### src/rtl/mwadd_pkg.sv
// Shared types for the multi-width adder: lane identifiers and the flag bundle.
package mwadd_pkg;
    localparam int NUM_LANES = 3;

    typedef enum logic [1:0] {
        LANE_WORD = 2'd0,
        LANE_HALF = 2'd1,
        LANE_BYTE = 2'd2
    } lane_e;

    typedef struct packed {
        logic c;
        logic v;
        logic n;
        logic z;
    } flags_t;
endpackage

### src/rtl/mwadd_type_decode.sv
// Maps the 3-bit operand type code to a lane and a signedness.
// Assumes codes 6 and 7 are reserved and treated as unsigned word.
module mwadd_type_decode
    import mwadd_pkg::*;
(
    input  logic [2:0] type_code,
    output lane_e      lane_sel,
    output logic       is_signed
);
    // Decode type code into width lane and sign interpretation.
    always_comb begin
        case (type_code)
            3'd0:    begin lane_sel = LANE_WORD; is_signed = 1'b1; end
            3'd1:    begin lane_sel = LANE_WORD; is_signed = 1'b0; end
            3'd2:    begin lane_sel = LANE_HALF; is_signed = 1'b1; end
            3'd3:    begin lane_sel = LANE_HALF; is_signed = 1'b0; end
            3'd4:    begin lane_sel = LANE_BYTE; is_signed = 1'b1; end
            3'd5:    begin lane_sel = LANE_BYTE; is_signed = 1'b0; end
            default: begin lane_sel = LANE_WORD; is_signed = 1'b0; end
        endcase
    end
endmodule

### src/rtl/mwadd_lane.sv
// One fixed-width adder lane. Adds the low LANE_W bits of each operand with
// one extra bit of precision and reports the zero-extended sum, the carry out,
// the signed overflow, the sign bit and a zero indication.
// Assumes OUT_W >= LANE_W.
module mwadd_lane #(
    parameter int LANE_W = 8,
    parameter int OUT_W  = 32
) (
    input  logic [LANE_W-1:0] a,
    input  logic [LANE_W-1:0] b,
    output logic [OUT_W-1:0]  sum_ext,
    output logic              carry,
    output logic              sovf,
    output logic              neg,
    output logic              zero
);
    localparam int FULL_W = LANE_W + 1;

    logic [FULL_W-1:0] full_sum;
    logic [LANE_W-1:0] lane_sum;

    // Extended-precision addition and per-lane flag derivation.
    always_comb begin
        full_sum = {1'b0, a} + {1'b0, b};
        lane_sum = full_sum[LANE_W-1:0];
        carry    = full_sum[LANE_W];
        sovf     = (a[LANE_W-1] == b[LANE_W-1]) && (lane_sum[LANE_W-1] != a[LANE_W-1]);
        neg      = lane_sum[LANE_W-1];
        zero     = (lane_sum == '0);
        sum_ext  = OUT_W'(lane_sum);
    end
endmodule

### src/rtl/mwadd_flag_select.sv
// Picks the result and flags of the selected lane. Overflow comes from the
// signed rule for signed types and from the carry for unsigned types.
module mwadd_flag_select
    import mwadd_pkg::*;
#(
    parameter int DATA_W = 32,
    parameter int LANES  = 3
) (
    input  logic [LANES-1:0][DATA_W-1:0] lane_sum,
    input  logic [LANES-1:0]             lane_carry,
    input  logic [LANES-1:0]             lane_sovf,
    input  logic [LANES-1:0]             lane_neg,
    input  logic [LANES-1:0]             lane_zero,
    input  lane_e                        lane_sel,
    input  logic                         is_signed,
    output logic [DATA_W-1:0]            sum_sel,
    output flags_t                       flags_sel
);
    localparam int IDX_W = (LANES > 1) ? $clog2(LANES) : 1;

    logic [IDX_W-1:0] idx;

    // Multiplex lane outputs and apply the signedness-dependent overflow rule.
    always_comb begin
        idx         = IDX_W'(lane_sel);
        sum_sel     = lane_sum[idx];
        flags_sel.c = lane_carry[idx];
        flags_sel.v = is_signed ? lane_sovf[idx] : lane_carry[idx];
        flags_sel.n = lane_neg[idx];
        flags_sel.z = lane_zero[idx];
    end
endmodule

### src/rtl/mwadd_flags.sv
// Multi-width adder with registered condition flags. Three adder lanes
// (word, halfword, byte) run in parallel on the low bits of the operands.
// The type code picks one lane, and its sum and flags load on in_valid.
// Assumes inputs are stable around the rising clock edge.
module mwadd_flags
    import mwadd_pkg::*;
#(
    parameter int WORD_W = 32,
    parameter int HALF_W = 16,
    parameter int BYTE_W = 8
) (
    input  logic              clk,
    input  logic              rst_n,
    input  logic              in_valid,
    input  logic [WORD_W-1:0] op_a,
    input  logic [WORD_W-1:0] op_b,
    input  logic [2:0]        op_type,
    output logic [WORD_W-1:0] sum_q,
    output logic              c_q,
    output logic              v_q,
    output logic              n_q,
    output logic              z_q
);
    logic [NUM_LANES-1:0][WORD_W-1:0] lane_sum;
    logic [NUM_LANES-1:0]             lane_carry;
    logic [NUM_LANES-1:0]             lane_sovf;
    logic [NUM_LANES-1:0]             lane_neg;
    logic [NUM_LANES-1:0]             lane_zero;
    lane_e                            lane_sel;
    logic                             is_signed;
    logic [WORD_W-1:0]                sum_sel;
    flags_t                           flags_sel;

    mwadd_type_decode u_decode (
        .type_code (op_type),
        .lane_sel  (lane_sel),
        .is_signed (is_signed)
    );

    for (genvar g = 0; g < NUM_LANES; g++) begin : g_lane
        localparam int LW = (g == 0) ? WORD_W : (g == 1) ? HALF_W : BYTE_W;
        mwadd_lane #(
            .LANE_W (LW),
            .OUT_W  (WORD_W)
        ) u_lane (
            .a       (op_a[LW-1:0]),
            .b       (op_b[LW-1:0]),
            .sum_ext (lane_sum[g]),
            .carry   (lane_carry[g]),
            .sovf    (lane_sovf[g]),
            .neg     (lane_neg[g]),
            .zero    (lane_zero[g])
        );
    end

    mwadd_flag_select #(
        .DATA_W (WORD_W),
        .LANES  (NUM_LANES)
    ) u_select (
        .lane_sum   (lane_sum),
        .lane_carry (lane_carry),
        .lane_sovf  (lane_sovf),
        .lane_neg   (lane_neg),
        .lane_zero  (lane_zero),
        .lane_sel   (lane_sel),
        .is_signed  (is_signed),
        .sum_sel    (sum_sel),
        .flags_sel  (flags_sel)
    );

    // Result and flag register: cleared by reset, loaded on in_valid.
    always_ff @(posedge clk) begin
        if (!rst_n) begin
            sum_q <= '0;
            c_q   <= 1'b0;
            v_q   <= 1'b0;
            n_q   <= 1'b0;
            z_q   <= 1'b0;
        end else if (in_valid) begin
            sum_q <= sum_sel;
            c_q   <= flags_sel.c;
            v_q   <= flags_sel.v;
            n_q   <= flags_sel.n;
            z_q   <= flags_sel.z;
        end
    end
endmodule

### config.mk
export PLATFORM = sky130hd
export DESIGN_NAME = mwadd_flags
export DESIGN_NICKNAME = d
export VERILOG_FILES = /design/src/rtl/mwadd_pkg.sv /design/src/rtl/mwadd_type_decode.sv /design/src/rtl/mwadd_lane.sv /design/src/rtl/mwadd_flag_select.sv /design/src/rtl/mwadd_flags.sv
export SDC_FILE = /design/constraint.sdc
export NUM_CORES = 1
export LEC_CHECK = 0
export BUFFER_PORTS_ARGS = -buffer_cell sky130_fd_sc_hd__buf_2
export CAP_MARGIN = 10
export CORE_MARGIN = 1
export CORE_UTILIZATION = 52
export DETAILED_ROUTE_END_ITERATION = 10
export PLACE_DENSITY = 0.79
export SYNTH_ARGS = -nofsm -noshare
export SYNTH_HDL_FRONTEND = slang
export SYNTH_SLANG_ARGS = --single-unit
### constraint.sdc
create_clock -name clk -period 3.2 [get_ports clk]
set_input_delay 0.32 -clock clk [delete_from_list [all_inputs] [get_ports clk]]
set_output_delay 0.32 -clock clk [all_outputs]
set_load 0.01 [all_outputs]
# Yosys cells after proc, flatten, opt, wreduce, memory -nomap -nowiden
# Index checks and enable logic that the tools add are counted.
dict set report word_totals {
  word_cells 42
  out_inout_bits 36
  inputBits 70
  ff_bits 36
}
dict set report classes {
  reduce_logical 10
  mux 13
  magnitude_cmp 1
  add_sub_neg 3
  n_eq_ne 10
}
# cell count
set op_table {}
lappend op_table {{32-bit binary-select mux with 2-bit select} 1}
lappend op_table {{32-bit by 32-bit adder with 33-bit output} 1}
lappend op_table {{32-bit logical NOT} 1}
lappend op_table {{32-bit two-way mux} 1}
lappend op_table {{16-bit by 16-bit adder with 17-bit output} 1}
lappend op_table {{16-bit logical NOT} 1}
lappend op_table {{8-bit by 8-bit adder with 9-bit output} 1}
lappend op_table {{1-bit binary-select mux with 2-bit select} 4}
lappend op_table {{8-bit logical NOT} 1}
lappend op_table {{3-bit by 2-bit equality test with 1-bit output, second input constant} 2}
lappend op_table {{3-bit equality test, second input constant} 2}
lappend op_table {{1-bit two-way mux} 6}
lappend op_table {{2-bit one-hot mux with 2 select lines} 1}
lappend op_table {{2-bit OR reduction} 2}
lappend op_table {{1-bit equality test} 3}
lappend op_table {{1-bit logical AND} 3}
lappend op_table {{3-bit logical NOT} 1}
lappend op_table {{2-bit by 3-bit < comparator with 1-bit output, second input constant} 1}
lappend op_table {{1-bit inequality test} 3}
lappend op_table {{3-bit OR reduction} 1}

# Logic depth before layout (Yosys ltp)
dict set report depth {
  word_depth 6
  depth_mapped 13
  ltp_nobuf 13
}

# Cells and area by module
# Synthesis repeated with hierarchy kept, for this count alone.
dict set report unflattened {
  cells_unflattened 645
  area_unflattened_um2 5437.7
}
# mod cells_per_inst instances area_per_inst_um2 seq_area_each_um2
set modules_own_cells {}
lappend modules_own_cells {{mwadd_lane at g_lane[0].u_lane} 249 1 1793.0 0.0}
lappend modules_own_cells {mwadd_flags 115 1 1388.8 720.7}
lappend modules_own_cells {{mwadd_lane at g_lane[1].u_lane} 111 1 823.3 0.0}
lappend modules_own_cells {mwadd_flag_select 87 1 787.0 0.0}
lappend modules_own_cells {{mwadd_lane at g_lane[2].u_lane} 80 1 625.6 0.0}
lappend modules_own_cells {mwadd_type_decode 3 1 20.0 0.0}

# Least setup slack after synthesis
# No wires, ideal clock.
dict set report synth_timing {
  path_kind {input to register}
  start {input port op_a[0]}
  end {register z_q}
  path_slack_ns 0.459
  n_path_buf 0
  stages 12
  setup_ns 0.087
  required_time_ns 3.113
  arrival_ns 2.654
  cell_sequence {ha_1 -> inv_1 -> fa_1 -> nand2b_1 -> a21oi_2 -> o21ai_2 -> a2111oi_2 -> nor2_1 -> xnor2_1 -> nor4b_2 -> nand4_1 -> o31ai_1}
}
dict set report synth_via {
  elab_chain_len 4
  elab_cells_between_ends 8
  cone_classes {3 x add/sub; 2 x mux; 3 x reduce/logical}
}
# element line_no
set synth_lines {}
lappend synth_lines {{start, declared} mwadd_flags.sv:15} ;# input logic [WORD_W-1:0] op_a,
lappend synth_lines {{32-bit by 32-bit adder with 33-bit output (tied with other cells)} mwadd_lane.sv:24} ;# full_sum = {1'b0, a} + {1'b0, b};
lappend synth_lines {{32-bit logical NOT (tied with other cells)} mwadd_lane.sv:29} ;# zero = (lane_sum == '0);
lappend synth_lines {{1-bit binary-select mux with 2-bit select (*)} mwadd_flag_select.sv:30} ;# flags_sel.z = lane_zero[idx];
lappend synth_lines {{1-bit two-way mux (not written as such) (*)} mwadd_flag_select.sv:30}
lappend synth_lines {{end signal, assigned} mwadd_flags.sv:84} ;# z_q <= flags_sel.z;
lappend synth_lines {{end, declared} mwadd_flags.sv:22} ;# output logic z_q
# Every way passes the cells marked *; elsewhere a longest branch is shown, timed or not. The select of a mux whose other input is x is not followed.
# A chain may end at the register's enable or synchronous reset.

# Worst setup path after layout
# Ends and elaborated chain as after synthesis.

==> impl_metrics.tcl <==
set metrics [dict create \
    status "finished clean" \
    fin_crit_ns 2.880 \
    cts-buffers-inserted 5 \
    cp_max_fo 5 \
    cpPeakStageDelay_ns 0.39 \
    holdBufCountCts 0 \
    grt_max_degree 31 \
    layout-drive-gt1-share 0.2458 \
    yosysSeqAreaShare 0.2152 \
    num_vias 3610 \
    cp_num_buf_inv 2 \
    clockBufferDepth 2 \
    synthFlopType "dfxtp_1" \
    worst_pin_slew_ns 0.8401 \
    nets 639 \
    clk-insertion-delay-late_ns 0.28 \
    wl_per_cell_um 15.09 \
    synthArstFlopShare 0 \
    dp_hpwl_um 7646 \
    nFillCells 584 \
    post_cts_buffers 0 \
    ys_warn_count 0 \
    cts-resized-gates 0 \
    synth.distinct_cells 60 \
    gr-total-overflow 0 \
    final_cell_mix "buf_2 (105), nor2_1 (59), a21oi_1 (50), dfxtp_1 (36), nand2_1 (33)" \
    clkTransAtPathRegs_ns 0.07 \
    synth_cells 439 \
    htreeDepth 2 \
    dp.cells 604 \
    track_usage 0.2732 \
    cts.sinks 36 \
    drt_iter0_markers 284 \
    holdWs_ns 0.3448 \
    portBuffers 105 \
    setup_ws_ns 0.3196 \
    crit_chain "buf_2 > ha_1 > inv_1 > fa_1 > nand2b_1 > a21oi_2 > o21ai_2 > a21oi_1 > o21ai_1 > o21bai_1 > xnor2_1 > nor4b_2 > nand4_1 > o31ai_1" \
    maxSlewViolCount 0 \
    cap_violations 0 \
    finalSetupViolations 0 \
    critPathLaunchType "input pin" \
    placed_area_um2 3920 \
    cts_tree "done" \
    worstPathRequired_ns 3.40 \
    postSynthAreaPerCell_um2 7.627 \
    synth_area_um2 3348 \
    hp-class "in -> reg" \
    pre_cts_slack_ns 0.07782 \
    power_density_nw_per_um2 391.2 \
    tns_ns 0 \
    drtAntennaViolNets 0 \
    drc 0 \
    io_pins 106 \
    die_y_um 82.24 \
    initial_utilization 0.5524 \
    leakage_nw 1.889 \
    cp_slowest_cell "fa_1" \
    synth_seq_cells 36 \
    wl_met1_um 4296 \
    synth_enable_flop_cells 0 \
    grt_pass1_vias 3198 \
    layout_commonest_cell "buf_2" \
    fin_cells 612 \
    wirelength_um 9238 \
    antenna_found_initial 0 \
    path_delay_family "compound AO/OA/AOI/OAI gates" \
    design.core.area_um2 6061 \
    slew_headroom 0.4393 \
    min_period_over_period 0.9001 \
    setup.worst_path.end_class "flip-flop" \
    diodes 0 \
    dr_wl_met2_um 4109 \
    hold_viol_final 0 \
    grt_pass1_wl_um 14550 \
    syn2layout_area_growth_pct 20.29 \
    ir_drop_v 0.0003155 \
    cp.arrival_ns 3.08 \
    vias_per_cell 5.899 \
    dr.pass1.iters 5 \
    highest_layer "met4" \
    dieArea_um2 6763 \
    timing.fmax_ghz 0.3472 \
    syn_nets 542 \
    wl_met3_um 567 \
    die_w_um 82.24 \
    design_area_um2 4028 \
    rows 28 \
    rsz0062_at_grt "no" \
    place_congestion 0.9646 \
    crit_type "in -> reg" \
    finalClockSkew_ns 0 \
    cts-root-buf "clkbuf_8" \
]
## path summary, 6_finish.rpt
check	from	endpoint	slack [ns]	cells past startpoint
worst max-delay path	op_a[0]	z_q	0.32	14
worst min register to register	sum_q[19]	sum_q[19]	0.47	2
worst min-delay path	rst_n	sum_q[5]	0.34	2
worst max register to register	sum_q[16]	sum_q[16]	2.27	3
## worst register-to-register path, delay by kind of cell, from the launching register on
family,cells,cell delay (ns)
DFF,1,0.31
and+or+nand+nor,2,0.30
AOI/OAI and AO/OA,1,0.21
## kinds of logic after synthesis
logic type | count (synthesis) | synth area share
xor gates and xnor gates | 28 | 0.07549
and+or+nand+nor | 160 | 0.2358
muxes | 8 | 0.02392
AOI/OAI and AO/OA | 145 | 0.2907
DFF | 36 | 0.2152
buffers and inverters | 29 | 0.03325
adders and majority gates | 33 | 0.1256
## state kept, by name, indices dropped and copies added (netlist names)
signal / count
c_q: 1
n_q: 1
sum_q: 32
v_q: 1
z_q: 1
## power breakdown
part | leakage [nW] | internal (mW) | total [mW] | switching, mW
Sequential | 0.296 | 0.486 | 0.506 | 0.0195
Combinational | 1.54 | 0.276 | 0.683 | 0.407
Clock | 0.0552 | 0.231 | 0.386 | 0.155
## cell type report
cell class                      instances  area (um^2)  share of cell area
Clock buffer                            6        72.57             0.01802
Multi-Input combinational cell        374         2516              0.6247
Clock inverter                          2        35.03            0.008698
Inverter                               11        41.29             0.01025
Tap cell                               75        93.84             0.02330
Sequential cell                        36        720.7              0.1789
Timing Repair Buffer                  108        548.0              0.1361
## routing by layer
metal / GRT usage / vias up
met5: 0 / -
li1: - / 1805
met3: 0.02308 / 21
met4: 0.1123 / 0
met2: 0.4248 / 130
met1: 0.3846 / 1654
## through the flow
stage                 util  power, mW
detailed placement  0.6468      1.184
global route        0.6645      1.673
finish              0.6645      1.576
global placement    0.6468      1.171
CTS                 0.6645      1.569
floorplan                -     0.9803
## cells in the mapped netlist (6+ instances only)
cell	n	area, um^2
nor2_1	59	221.5
a21oi_1	50	250.2
dfxtp_1	36	720.7
nand2_1	33	123.9
ha_1	32	400.4
xnor2_1	16	140.1
clkbuf_1	15	56.30
nor3_1	14	70.07
a22oi_1	12	90.09
a21o_1	11	82.58
inv_1	11	41.29
o21ai_0	11	55.05
xor2_1	11	96.34
nor2b_1	10	62.56
o21ai_1	9	45.04
mux2i_1	8	80.08
nand2b_1	7	43.79
nand3_1	6	30.03
No activity file was read; power rests on OpenSTA's default activity.
